===== src/rtl/qw_pkg.sv =====
package qw_pkg;

    typedef enum logic [1:0] {
        QK_LOAD       = 2'b00,
        QK_STORE      = 2'b01,
        QK_LOAD_RSV   = 2'b10,
        QK_STORE_COND = 2'b11
    } qk_kind_e;

    typedef enum logic [1:0] {
        QS_IDLE,
        QS_FIRST,
        QS_SECOND,
        QS_FAULT
    } qs_state_e;

    typedef struct packed {
        logic illegal;
        logic misalign;
    } qw_fault_t;

    // Loads that may land a half on a register also used for addressing
    // must not be split across a misaligned boundary.
    function automatic logic needs_quad_align(qk_kind_e kind, logic le);
        return (kind == QK_LOAD_RSV) || (kind == QK_LOAD && le);
    endfunction

endpackage


===== src/rtl/qw_check.sv =====
module qw_check
    import qw_pkg::*;
#(
    parameter int ADDR_W     = 16,
    parameter int REG_W      = 5,
    parameter int QUAD_BYTES = 16
) (
    input  qk_kind_e           kind,
    input  logic [ADDR_W-1:0]  addr,
    input  logic [REG_W-1:0]   tgt,
    input  logic [REG_W-1:0]   ra,
    input  logic [REG_W-1:0]   rb,
    input  logic               le,
    output qw_fault_t          fault
);
    localparam int ALIGN_BITS = $clog2(QUAD_BYTES);

    logic low_bits_set;
    logic overlap;

    always_comb begin
        low_bits_set  = |addr[ALIGN_BITS-1:0];
        overlap       = (tgt == ra) || (tgt == rb);
        fault.illegal = (kind == QK_LOAD_RSV) && overlap;
        fault.misalign = needs_quad_align(kind, le) && low_bits_set;
    end
endmodule


===== src/rtl/qw_beat_fmt.sv =====
module qw_beat_fmt #(
    parameter int ADDR_W   = 16,
    parameter int REG_W    = 5,
    parameter int DW_BYTES = 8
) (
    input  logic [ADDR_W-1:0] base,
    input  logic [REG_W-1:0]  tgt,
    input  logic              le,
    input  logic              second,
    output logic [ADDR_W-1:0] addr,
    output logic [REG_W-1:0]  regnum
);
    localparam logic [ADDR_W-1:0] STEP = ADDR_W'(DW_BYTES);

    logic [REG_W-1:0] odd_reg;

    always_comb begin
        odd_reg = tgt | REG_W'(1);
        addr    = second ? base + STEP : base;
        // little-endian: odd first; big-endian: odd second
        regnum  = (second ^ le) ? odd_reg : tgt;
    end
endmodule


===== src/rtl/qw_pair_seq.sv =====
module qw_pair_seq
    import qw_pkg::*;
#(
    parameter int ADDR_W   = 16,
    parameter int REG_W    = 5,
    parameter int DW_BYTES = 8
) (
    input  logic              clk,
    input  logic              rst,
    input  logic              flush,
    input  logic              in_valid,
    input  logic [1:0]        in_kind,
    input  logic [ADDR_W-1:0] in_addr,
    input  logic [REG_W-1:0]  in_reg,
    input  logic [REG_W-1:0]  in_ra,
    input  logic [REG_W-1:0]  in_rb,
    input  logic              in_le,
    output logic              stall_out,
    output logic              out_valid,
    input  logic              out_ready,
    output logic [ADDR_W-1:0] out_addr,
    output logic [REG_W-1:0]  out_reg,
    output logic              out_repeat,
    output logic              out_second,
    output logic              out_align_fault,
    output logic              out_illegal,
    output logic              out_irq_block
);
    localparam int QUAD_BYTES = 2 * DW_BYTES;

    qs_state_e         state_q, state_d;
    logic [ADDR_W-1:0] base_q;
    logic [REG_W-1:0]  tgt_q;
    logic              le_q;
    qw_fault_t         fault_q;
    qw_fault_t         fault_in;
    logic              accept;
    logic              taken;

    qw_check #(
        .ADDR_W     (ADDR_W),
        .REG_W      (REG_W),
        .QUAD_BYTES (QUAD_BYTES)
    ) u_check (
        .kind  (qk_kind_e'(in_kind)),
        .addr  (in_addr),
        .tgt   (in_reg),
        .ra    (in_ra),
        .rb    (in_rb),
        .le    (in_le),
        .fault (fault_in)
    );

    qw_beat_fmt #(
        .ADDR_W   (ADDR_W),
        .REG_W    (REG_W),
        .DW_BYTES (DW_BYTES)
    ) u_fmt (
        .base   (base_q),
        .tgt    (tgt_q),
        .le     (le_q),
        .second (state_q == QS_SECOND),
        .addr   (out_addr),
        .regnum (out_reg)
    );

    always_comb begin
        accept  = (state_q == QS_IDLE) && in_valid && !flush;
        taken   = (state_q != QS_IDLE) && out_ready;
        state_d = state_q;
        if (flush) begin
            state_d = QS_IDLE;
        end else begin
            unique case (state_q)
                QS_IDLE:   if (accept) state_d = (fault_in.illegal || fault_in.misalign)
                                                 ? QS_FAULT : QS_FIRST;
                QS_FIRST:  if (taken) state_d = QS_SECOND;
                QS_SECOND: if (taken) state_d = QS_IDLE;
                QS_FAULT:  if (taken) state_d = QS_IDLE;
                default:   state_d = QS_IDLE;
            endcase
        end
    end

    always_ff @(posedge clk) begin
        if (rst) begin
            state_q <= QS_IDLE;
            base_q  <= '0;
            tgt_q   <= '0;
            le_q    <= 1'b0;
            fault_q <= '0;
        end else begin
            state_q <= state_d;
            if (accept) begin
                base_q  <= in_addr;
                tgt_q   <= in_reg;
                le_q    <= in_le;
                fault_q <= fault_in;
            end
        end
    end

    always_comb begin
        out_valid       = (state_q != QS_IDLE);
        stall_out       = (state_q != QS_IDLE);
        out_repeat      = (state_q == QS_FIRST) || (state_q == QS_SECOND);
        out_second      = (state_q == QS_SECOND);
        out_irq_block   = (state_q == QS_SECOND);
        out_illegal     = (state_q == QS_FAULT) && fault_q.illegal;
        out_align_fault = (state_q == QS_FAULT) && !fault_q.illegal && fault_q.misalign;
    end

    // a taken first beat is followed by a second beat
    assert_first_then_second_R1: assert property (@(posedge clk) disable iff (rst)
        (out_valid && out_ready && out_repeat && !out_second && !flush)
        |=> (out_valid && out_second));

    // second beat is always part of a pair
    assert_second_has_repeat_R2: assert property (@(posedge clk) disable iff (rst)
        (out_valid && out_second) |-> out_repeat);

    // second beat address is the first beat address plus one doubleword
    assert_addr_step_R4: assert property (@(posedge clk) disable iff (rst)
        (out_valid && out_ready && out_repeat && !out_second && !flush)
        |=> (out_addr == $past(out_addr) + ADDR_W'(DW_BYTES)));

    // a fault word is never part of a pair
    assert_fault_single_R5: assert property (@(posedge clk) disable iff (rst)
        (out_valid && (out_align_fault || out_illegal)) |-> !out_repeat);

    // at most one fault kind at a time
    assert_one_fault_R6: assert property (@(posedge clk) disable iff (rst)
        $onehot0({out_align_fault, out_illegal}));

    // interrupt block only on the second beat
    assert_irq_block_R7: assert property (@(posedge clk) disable iff (rst)
        out_irq_block |-> (out_valid && out_second));

    // flush empties the block
    assert_flush_clears_R9: assert property (@(posedge clk) disable iff (rst)
        flush |=> (!out_valid && !stall_out));

    // held output stays stable under back-pressure
    assert_hold_stable_R10: assert property (@(posedge clk) disable iff (rst)
        (out_valid && !out_ready && !flush)
        |=> (out_valid && stall_out && $stable(out_addr) && $stable(out_reg)
             && $stable(out_second)));
endmodule


===== config.mk =====
export PLATFORM = sky130hd
export DESIGN_NAME = qw_pair_seq
export DESIGN_NICKNAME = d
export VERILOG_FILES = /design/src/rtl/qw_pkg.sv /design/src/rtl/qw_check.sv /design/src/rtl/qw_beat_fmt.sv /design/src/rtl/qw_pair_seq.sv
export SDC_FILE = /design/constraint.sdc
export NUM_CORES = 1
export LEC_CHECK = 0
export BUFFER_PORTS_ARGS = -buffer_cell sky130_fd_sc_hd__buf_2
export CAP_MARGIN = 0
export CORE_UTILIZATION = 42
export CTS_CLUSTER_SIZE = 40
export DETAILED_ROUTE_END_ITERATION = 8
export PLACE_DENSITY = 0.78
export SLEW_MARGIN = 20
export SYNTH_ARGS = -nofsm -noshare
export SYNTH_HDL_FRONTEND = slang
export SYNTH_SLANG_ARGS = --single-unit

===== constraint.sdc =====
create_clock -name clk -period 1.46 [get_ports clk]
set_input_delay 0.219 -clock clk [delete_from_list [all_inputs] [get_ports clk]]
set_output_delay 0.219 -clock clk [all_outputs]
set_load 0.005 [all_outputs]

### Word level (Yosys, flattened, before mapping)

Index checks and enable logic that the tools add are counted.

| cells by class | value |
|---|---|
| bitwise logic cells | 1 |
| equal/unequal tests | 9 |
| order comparisons | 0 |
| multiplexer cells | 7 |
| shifts and indexed selects | 0 |
| divide/modulo/power cells | 0 |
| multipliers | 0 |
| reductions and logical operators | 22 |
| $add $sub $neg | 1 |

Operator list:

| cell | number |
|---|---|
| 16-bit by 4-bit adder with 16-bit output, second input constant | 1 |
| 16-bit 2-to-1 mux | 1 |
| 5-bit == test | 2 |
| 1-bit logical AND | 9 |
| 2-bit 2-to-1 mux | 4 |
| 2-bit == test, second input constant | 3 |
| 2-bit one-hot mux with 3 select lines | 1 |
| 2-bit logical NOT | 2 |
| 1-bit logical OR | 4 |
| 2-bit != test, second input constant | 2 |
| 2-bit OR reduction | 2 |
| 4-bit OR reduction | 1 |
| 3-bit AND reduction | 1 |
| 2-bit by 1-bit == test with 1-bit output, second input constant | 1 |
| 1-bit logical NOT | 2 |
| 2-bit by 1-bit != test with 1-bit output, second input constant | 1 |
| 2-bit nonzero test | 1 |
| 1-bit 2-to-1 mux | 1 |
| 1-bit bitwise XOR | 1 |

| storage, ports and cells | value |
|---|---|
| memories | 0 |
| memory bits (writable) | 0 |
| bits in read-only memories | 0 |
| word-level logic and storage cells | 46 |
| bits in latches | 0 |
| input port bits | 39 |
| register bits after elaboration | 26 |

### Longest topological paths before layout

| logic depth | value |
|---|---|
| depth in word-level cells | 8 |
| mapped depth | 7 |
| mapped depth without buffers | 6 |

### Modules after synthesis

Synthesis repeated with hierarchy kept, for this count alone.

| unflattened totals | value |
|---|---|
| cell total of the unflattened synthesis | 194 |
| area, all modules | 1517.7 um2 |

Modules (own cells, without submodules):

| module | cells an instance | seq. area each (um2) | area each (um2) | instances |
|---|---|---|---|---|
| qw_pair_seq | 131 | 520.5 | 1057.3 | 1 |
| qw_beat_fmt | 44 | 0.0 | 325.3 | 1 |
| qw_check | 19 | 0.0 | 135.1 | 1 |

### Least setup slack after synthesis

No wires, ideal clock.

| timing | value |
|---|---|
| path type | register -> output |
| start point | reg state_q[0] |
| end point | out out_addr[14] |
| buffers on the path | 1 |
| arrival time | 1.396 ns |
| cell stages (with the launch flop) | 8 |
| slack | -0.155 ns |
| path through | dfxtp_1 -> inv_1 -> ha_1 -> buf_6 -> nand3_1 -> nor3_2 -> nand3_1 -> xnor2_1 |

| on the way | value |
|---|---|
| longest elaborated chain between the ends | 2 |

Ends and longest elaborated chain:

| item | RTL line | RTL |
|---|---|---|
| start, declared | qw_pair_seq.sv:31 | `qs_state_e state_q, state_d;` |
| start signal, assigned | qw_pair_seq.sv:93 | `state_q <= state_d;` |
| 2-bit == test | - |  |
| net out_irq_block | qw_pair_seq.sv:27 | `output logic out_irq_block` |
| 16-bit 2-to-1 mux | qw_beat_fmt.sv:19 | `addr = second ? base + STEP : base;` |
| end, declared | qw_pair_seq.sv:21 | `output logic [ADDR_W-1:0] out_addr,` |

The timed path passes the listed nets, and every way through them passes these cells.

### Worst setup path in the final report

| timing | value |
|---|---|
| start point | reg state_q[0] |
| end point | out out_addr[4] |

| on the way | value |
|---|---|
| longest elaborated chain between the ends | 2 |

Ends and longest elaborated chain:

| item | RTL line | RTL |
|---|---|---|
| 2-bit == test | qw_pair_seq.sv:62 | `.second (state_q == QS_SECOND),` |
| 16-bit 2-to-1 mux | qw_beat_fmt.sv:19 |  |

No other way between the ends.

==> flow_summary.yaml <==
job:
  cap_viol_max_count: 0
layout:
  drive_gt1_frac: 0.4909
  insertedDiodeCount: 0
  final_cell_mix: "61 x buf_2, 47 x nand2_1, 27 x buf_4, 23 x a21oi_1, 21 x dfxtp_1"
  fill_cells: 292
  area_growth_pct: 50.79
  post-route-util: 0.6696
  num-nets-final: 320
  final_common_cell: "buf_2"
worst_setup_path:
  required_ns: 1.24
  crit_type: "flop to output pin"
  cp_max_fo: 5
  cp-end-kind: "output pin"
  arrival_ns: 1.58
  worst-r2r-cell-count: 9
  reg2reg_slack_ns: -0.30
  start_kind: "flop"
timing:
  rsz0062_at_grt: "yes"
  relSlewSlack: 0.6425
  clock.fmax_mhz: 556.9
  worst_slack_ns: -0.3355
  drv_slew: 0
  setup_viol: 22
  hold_viol_final: 0
  finalCritPeriodShare: 1.230
  tightest_slew_ns: 0.5313
  finClkSkew_ns: 0.002165
  min_period_ns: 1.796
die:
  rows: 21
  die_h_um: 61.87
  die_w_um: 61.87
  die_area_sq_um: 3827
  core_area_sq_um: 3390
  ios: 67
  start_util: 0.4441
route:
  route.vias.total: 1563
  wl_per_cell_um: 11.86
  wl_um: 3808
  ant_nets: 0
  drc_errors: 0
  viasPerCell: 4.869
  first_iter_violations: 63
  first_pass_iters: 4
place:
  hpwl_um: 2712
  port_buffers: 66
  place_congestion: 0.9473
  dp_slack_ns: -0.03464
pwr:
  pwr_density_cell_nw_per_um2: 689.0
  leakagePower_uw: 0.001067
  ir_drop_v: 0.0003867
  total_power_uw: 1564
clock_tree:
  clkSinkCount: 26
  cts_max_path_buffers: 2
  clk_latency_ns: 0.31
  cts_buffers: 3
  clk_pin_slew_worst_paths_ns: 0.13
  cts_tree: "yes"
  clock-root-buffer: "clkbuf_4"
  htreeDepth: 1
logic_synthesis:
  synth_cell_types: 35
  synth-seq-cells: 26
  synthesis.area_sq_um: 1505
  synth_seq_area_share: 0.3458
  netlist_instances: 189
  syn_nets: 233
  yosys_warnings: 0
  avgSynthCellArea_sq_um: 7.964
global_routing:
  grt_start_max_net_pins: 27
  gr-total-overflow: 0
  antenna_found_initial: 0
  grt_pass1_vias: 1303
  grt_pass1_wl_um: 5582
  grt_usage: 0.2001
status:
  violations: "setup timing"
  status: "complete, but fails checks"
min_path:
  hold_class: "input pin to flop"
  hold_depth: 3
-- sequential cells by signal, indices dropped and copies added (netlist names) --
register	flops
base_q	16
tgt_q	5
fault_q	2
state_q	2
le_q	1
-- power breakdown --
part | internal, uW | total (uW) | switching [uW]
Sequential | 747 | 778 | 31.1
Combinational | 229 | 432 | 203
Clock | 152 | 353 | 201
Total | 1130 | 1560 | 435
-- cell type report --
class	count	area, sq um	area share
Clock buffer	4	36.28	0.01599
Inverter	3	11.26	0.004961
Timing Repair Buffer	99	631.9	0.2784
Tap cell	46	57.56	0.02536
Multi-Input combinational cell	143	1003	0.4421
Sequential cell	26	529.3	0.2332
-- stage by stage --
step / TNS [ns] / cell area, sq um / instances / hold WS, ns
final: -5.071 / 2270 / 321 / 0.1220
after global routing: -7.789 / 2270 / 321 / 0.1043
after CTS: -3.808 / 2073 / 311 / 0.1097
after detailed placement: -0.09625 / 1964 / 303 / 0.4433
after global placement: -0.01807 / 1964 / 303 / 0.4382
after floorplan: 0 / 1548 / 189 / 0.2908
-- cell families (layout without fill, tap and decap cells) --
kind of cell             Yosys count  in the layout  synth area share
flip-flops                        26             26            0.3458
XOR/XNOR                          23             23            0.1338
AO/OA/AOI/OAI                     32             32            0.1280
buffers and inverters             20            106           0.08063
multiplexers                       1              1          0.007481
AND/OR/NAND/NOR                   82             82            0.2627
adder cells (fa/ha/maj)            5              5           0.04156
-- final timing paths --
kind              startpoint     endpoint
hold / removal    in_addr[7]    base_q[7]
setup reg to reg  state_q[0]   state_q[1]
setup / recovery  state_q[0]  out_addr[4]
hold reg to reg     tgt_q[0]     tgt_q[0]
-- cell usage after synthesis --
| master | instances | area, sq um |
|---|---|---|
| a21o_1 | 1 | 7.510 |
| ha_1 | 5 | 62.56 |
| nor4_1 | 3 | 18.77 |
| buf_2 | 4 | 20.02 |
| and3_1 | 1 | 6.260 |
| a21oi_1 | 24 | 120.1 |
| o311a_1 | 1 | 10.01 |
| nor3_4 | 1 | 16.27 |
| nor3_2 | 2 | 20.02 |
| o21ai_0 | 1 | 5.000 |
| nor2_4 | 1 | 11.26 |
| nand3_2 | 1 | 10.01 |
| xor2_1 | 15 | 131.4 |
| and2_1 | 1 | 6.260 |
| inv_1 | 3 | 11.26 |
| a22oi_1 | 2 | 15.01 |
| nor3_1 | 1 | 5.000 |
| nor4_2 | 1 | 12.51 |
| nor2_1 | 10 | 37.54 |
| dfxtp_1 | 26 | 520.5 |
| o31ai_1 | 1 | 7.510 |
| nand2_1 | 48 | 180.2 |
| nand3b_1 | 1 | 7.510 |
| xnor2_1 | 8 | 70.07 |
| a221oi_2 | 1 | 15.01 |
| clkbuf_1 | 2 | 7.510 |
| nand4_1 | 2 | 12.51 |
| buf_1 | 1 | 3.750 |
| mux2_2 | 1 | 11.26 |
| a211oi_2 | 1 | 12.51 |
| nand3_1 | 6 | 30.03 |
| and3b_1 | 1 | 8.760 |
| buf_4 | 9 | 67.56 |
| buf_6 | 1 | 11.26 |
| nand2b_1 | 2 | 12.51 |
-- per-layer routing --
layer	vias up	track usage	routed length, um
met2	53	0.3379	1851
met3	4	0.01863	149
met1	713	0.2586	1763
li1	793	-	-
met4	0	0.09206	43
met5	-	0	0
-- critical path: stages, from the launching register on --
cell and delay (ns):
dfxtp_2 0.37, inv_2 0.05, ha_4 0.18, buf_4 0.13
buf_6 0.12, mux2_4 0.29, buf_6 0.11
-- repair_timing --
item / in CTS / in global routing
gates cloned: 0 / 0
gates resized for setup: 10 / 27
setup buffers: 4 / 11
pin swaps: 3 / 13
hold buffers: 0 / 0
endpoints found under the setup margin: 19 / 38
Power figures use the tool's default switching activity.
